`src/rtl/lcell_pkg.sv`:
```
package lcell_pkg;
  typedef struct packed {
    logic run;      // normal operation (not configuring)
    logic clear;    // flip-flop synchronous clear
    logic pickLut;  // first stage: LUT output instead of din[0]
    logic useAdd;   // second stage: adder sum instead of first stage
    logic useReg;   // third stage: flip-flop instead of combinational result
  } cellCtl_t;
endpackage

```
`src/rtl/lcell_ctrl.sv`:
```
module lcell_ctrl
  import lcell_pkg::*;
#(
  parameter int LUT_K = 4,
  localparam int LUT_BITS = 1 << LUT_K
) (
  input  logic                clk,
  input  logic                rst,
  input  logic                cfgEn,
  input  logic                cfgIn,
  output logic                cfgOut,
  output logic [LUT_BITS-1:0] lutMem,
  output cellCtl_t            ctl
);
  localparam int CFG_W    = LUT_BITS + 3;
  localparam int PICK_POS = LUT_BITS;
  localparam int ADD_POS  = LUT_BITS + 1;
  localparam int REG_POS  = LUT_BITS + 2;

  logic [CFG_W-1:0] cfgWord;

  // Serial load, LSB first: new bit enters at the top.
  always_ff @(posedge clk) begin
    if (cfgEn) cfgWord <= {cfgIn, cfgWord[CFG_W-1:1]};
  end

  assign cfgOut = cfgWord[0];
  assign lutMem = cfgWord[LUT_BITS-1:0];

  always_comb begin
    ctl.run     = !cfgEn;
    ctl.clear   = rst;
    ctl.pickLut = cfgWord[PICK_POS];
    ctl.useAdd  = cfgWord[ADD_POS];
    ctl.useReg  = cfgWord[REG_POS];
  end
endmodule

```
`src/rtl/lcell_dpath.sv`:
```
module lcell_dpath
  import lcell_pkg::*;
#(
  parameter int LUT_K = 4,
  localparam int LUT_BITS = 1 << LUT_K
) (
  input  logic                clk,
  input  cellCtl_t            ctl,
  input  logic [LUT_BITS-1:0] lutMem,
  input  logic [LUT_K-1:0]    din,
  input  logic                addB,
  input  logic                carryIn,
  output logic                cellOut,
  output logic                carryOut
);
  localparam int NODES = 2 * LUT_BITS - 1;

  // Heap-indexed mux tree: node 1 is the root, leaves sit at LUT_BITS..NODES.
  logic [NODES:1] node;
  logic lutOut, opA, sum, carry, comb, ffQ;

  for (genvar j = 0; j < LUT_BITS; j++) begin : g_leaf
    assign node[LUT_BITS + j] = lutMem[j];
  end

  for (genvar d = 0; d < LUT_K; d++) begin : g_level
    for (genvar n = (1 << d); n < (2 << d); n++) begin : g_node
      assign node[n] = din[LUT_K-1-d] ? node[2*n+1] : node[2*n];
    end
  end

  assign lutOut = node[1];

  // Stage 1 also provides the adder's first operand.
  assign opA   = ctl.pickLut ? lutOut : din[0];
  assign sum   = opA ^ addB ^ carryIn;
  assign carry = (opA & addB) | (carryIn & (opA ^ addB));
  assign comb  = ctl.useAdd ? sum : opA;

  always_ff @(posedge clk) begin
    if (ctl.clear)    ffQ <= 1'b0;
    else if (ctl.run) ffQ <= comb;
  end

  assign cellOut  = ctl.run & (ctl.useReg ? ffQ : comb);
  assign carryOut = ctl.run & ctl.useAdd & carry;
endmodule

```
`src/rtl/logic_cell.sv`:
```
module logic_cell
  import lcell_pkg::*;
#(
  parameter int LUT_K = 4
) (
  input  logic             clk,
  input  logic             rst,
  input  logic             cfgEn,
  input  logic             cfgIn,
  output logic             cfgOut,
  input  logic [LUT_K-1:0] din,
  input  logic             addB,
  input  logic             carryIn,
  output logic             cellOut,
  output logic             carryOut
);
  localparam int LUT_BITS = 1 << LUT_K;

  cellCtl_t            ctl;
  logic [LUT_BITS-1:0] lutMem;

  lcell_ctrl #(.LUT_K(LUT_K)) u_ctrl (
    .clk(clk), .rst(rst), .cfgEn(cfgEn), .cfgIn(cfgIn),
    .cfgOut(cfgOut), .lutMem(lutMem), .ctl(ctl)
  );

  lcell_dpath #(.LUT_K(LUT_K)) u_dp (
    .clk(clk), .ctl(ctl), .lutMem(lutMem), .din(din),
    .addB(addB), .carryIn(carryIn), .cellOut(cellOut), .carryOut(carryOut)
  );
endmodule

```
`config.mk`:
```
export PLATFORM = sky130hd
export DESIGN_NAME = logic_cell
export DESIGN_NICKNAME = d
export VERILOG_FILES = /design/src/rtl/lcell_pkg.sv /design/src/rtl/lcell_ctrl.sv /design/src/rtl/lcell_dpath.sv /design/src/rtl/logic_cell.sv
export SDC_FILE = /design/constraint.sdc
export NUM_CORES = 1
export LEC_CHECK = 0
export BUFFER_PORTS_ARGS = -buffer_cell sky130_fd_sc_hd__buf_2
export CORE_MARGIN = 3
export CORE_UTILIZATION = 40
export DETAILED_ROUTE_END_ITERATION = 10
export GPL_TIMING_DRIVEN = 0
export HOLD_SLACK_MARGIN = 0.1
export PLACE_DENSITY_LB_ADDON = 0.3
export SYNTH_ARGS = -nofsm -noshare
export SYNTH_HDL_FRONTEND = slang
export SYNTH_SLANG_ARGS = --single-unit
```
`constraint.sdc`:
```
create_clock -name clk -period 4.6 [get_ports clk]
set_input_delay 0.23 -clock clk [delete_from_list [all_inputs] [get_ports clk]]
set_output_delay 0.23 -clock clk [all_outputs]
set_load 0.01 [all_outputs]
```
==> flow_summary.json <==
{
  "final.setup.tns_ns": 0,
  "cts_buffers": 3,
  "grt.overflow.total": 0,
  "firstDrtPassIters": 4,
  "hold_end": "u_dp.ffQ$_SDFFE_PP0N_",
  "leakage_nw": 0.373,
  "cp-start-kind": "register",
  "cts.htree.levels": 1,
  "n_antenna_cell": 0,
  "max_cap_violations": 0,
  "drt_iter0_markers": 5,
  "outcome": "completed",
  "grt_pass1_vias": 473,
  "postCtsSetupBuffers": 0,
  "skew_ns": 0.00603,
  "critPathSlowestCell": "mux4_2",
  "placed_area_um2": 930,
  "die_h_um": 51.9,
  "ys_seq_area_share_pct": 70.0,
  "hold_violations": 0,
  "setup_slack_ns": 1.64,
  "fmax_mhz": 338,
  "final_layout_size_suffix_gt1_share_pct": 26.6,
  "ys_ff_latch": 20,
  "route.antenna.remaining_nets": 0,
  "synthToLayoutAreaGrowth_pct": 14.5,
  "hold_path.startpoint": "rst",
  "rsz0062_at_grt": "false",
  "clockBufferDepth": 2,
  "r2r_slack_ns": 2.22,
  "drt-vias-per-instance": 5.09,
  "core_um2": 1860,
  "gp_congestion": 0.645,
  "routed_wl_um": 1270,
  "antenna_found_initial": 0,
  "final_cells": 89,
  "wl_per_cell_um": 14.3,
  "crit_fanout": 3,
  "grt_max_degree": 26,
  "slew_viol_final": 0,
  "cts_tree": "yes",
  "path_class": "reg2out",
  "worstPathCellList": "mux2i_1 -> mux4_2 -> a31o_1 -> or2_1 -> fa_1 -> nand2b_1 -> nor2_1 -> a21oi_1 -> o32ai_1 -> buf_2",
  "syn-num-nets": 59,
  "finalCritPeriodShare_pct": 64.3,
  "r2r_start": "u_ctrl.cfgWord[13]$_DFFE_PP_",
  "reg2reg_to": "u_dp.ffQ$_SDFFE_PP0N_",
  "relSlewSlack_pct": 66.6,
  "dieArea_um2": 2700,
  "dp.cells": 84,
  "post-place-ws_ns": 1.92,
  "final_util_pct": 52.0,
  "clk_latency_ns": 0.29,
  "fillers": 158,
  "placementRows": 15,
  "period_needed_ns": 2.96,
  "track_usage_pct": 11.4,
  "end_kind": "output pin",
  "arrival_ns": 2.73,
  "layout.nets": 76,
  "netlist_area_um2": 843,
  "layout_commonest_cell": "edfxtp_1",
  "die_x_um": 51.9,
  "port_buffers": 11,
  "io_pins": 13,
  "drcViolationCount": 0,
  "pwr_density_cell_nw_per_um2": 347,
  "yosysWarnings": 0,
  "holdPathStages": 2,
  "vias": 453,
  "avgSynthCellArea_um2": 17.6,
  "grt_pass1_wl_um": 2130,
  "critical-path-top-delay-family": "multiplexers",
  "cts.reportedPaths.clkPinSlew_ns": 0.11,
  "cp_data_required_time_ns": 4.37,
  "dp_hpwl_um": 919,
  "path_buf_inv": 1,
  "cts-root-buf": "clkbuf_4",
  "worst_pin_slew_ns": 0.501,
  "final_area_um2": 966,
  "critical-path-max-stage-delay_ns": 0.46,
  "worstHoldPathType": "in2reg",
  "postSynthCellCount": 48,
  "setup_viol": 0,
  "clock-sinks": 20,
  "start_util_pct": 45.4,
  "mostFrequentLayoutCells": "edfxtp_1 (19), buf_2 (11), mux2i_1 (8)",
  "cts_resized": 0,
  "yosysUniqueCellTypes": 16,
  "ir_worst_vdd_mv": 0.248,
  "reg2reg_depth": 9
}
## where the power goes
| part | internal (mW) | leakage (nW) | switching [mW] |
|---|---|---|---|
| Sequential | 0.212 | 0.194 | 0.00625 |
| Combinational | 0.0174 | 0.163 | 0.0158 |
| Clock | 0.0338 | 0.0150 | 0.0500 |
## worst max-delay path by stage
| stage | from | endpoint | slack [ns] | cells after the start |
|---|---|---|---|---|
| after floorplan | din[1] | cellOut | 2.09 | 10 |
| after global placement | din[1] | cellOut | 1.95 | 11 |
| after detailed placement | din[1] | cellOut | 1.92 | 11 |
| after CTS | u_ctrl.cfgWord[15]$_DFFE_PP_ | cellOut | 1.63 | 10 |
| after global routing | u_ctrl.cfgWord[10]$_DFFE_PP_ | cellOut | 1.49 | 10 |
| final | u_ctrl.cfgWord[13]$_DFFE_PP_ | cellOut | 1.64 | 10 |
## kinds of logic after synthesis
family,share of synthesized area [%]
flip-flops,70.0
multiplexers,14.8
buffers and inverters,2.23
AO/OA/AOI/OAI,4.30
AND/OR/NAND/NOR,6.23
adder cells (fa/ha/maj),2.37
## layout make-up
type	count	area, um^2	area share (%)
sequential	20	591	61.1
multi-input combinational	25	234	24.2
timing repair buffer	12	65.1	6.74
tap	25	31.3	3.24
clock buffer	4	26.3	2.72
buffer	1	11.3	1.17
inverter	2	7.51	0.777
## synthesized netlist by cell type
master,count,area share [%]
a21oi_1,2,1.2
a31o_1,1,1.0
and3b_1,1,1.0
buf_6,1,1.3
dfxtp_1,1,2.4
edfxtp_1,19,68
fa_1,1,2.4
inv_1,2,0.89
mux2i_1,8,9.5
mux4_2,2,5.3
nand2b_1,1,0.74
nor2_1,3,1.3
nor3b_1,1,0.89
o32ai_1,2,2.1
or2_1,1,0.74
or3_1,2,1.5
## layer usage
layer	wire length, um	track usage (%)	vias to the layer above	share of wire [%]
met5	0	0	-	0
met4	0	2.62	0	0
met3	71	5.44	0	5.6
met2	593	16.3	12	47
met1	605	15.5	222	48
li1	-	-	219	-
## worst register-to-register path, stage by stage, from the launching register on
cell      delay, ns
edfxtp_1       0.37
mux2i_1        0.07
mux4_2         0.46
a31o_1         0.26
or2_1          0.25
fa_1           0.47
nand2b_1       0.12
nor2_1         0.04
a21oi_1        0.14
o32ai_1        0.10
## state kept, by name (all words and copies together), names as in the netlist
signal and cells:
u_ctrl.cfgWord 19, u_dp.ffQ 1
## what timing repair did
action / 4_1_cts / 5_1_grt
hold buffers: 1 / 0
endpoints found under the setup margin: 0 / 0
hold endpoints to repair: 1 / 0
## through the flow
stage / hold slack, ns / power [mW]
after global placement: 0.409 / 0.254
after floorplan: 0.326 / 0.240
after CTS: 0.107 / 0.338
final: 0.117 / 0.335
after global routing: 0.113 / 0.349
after detailed placement: 0.409 / 0.255
(Power assumes the default switching activity.)
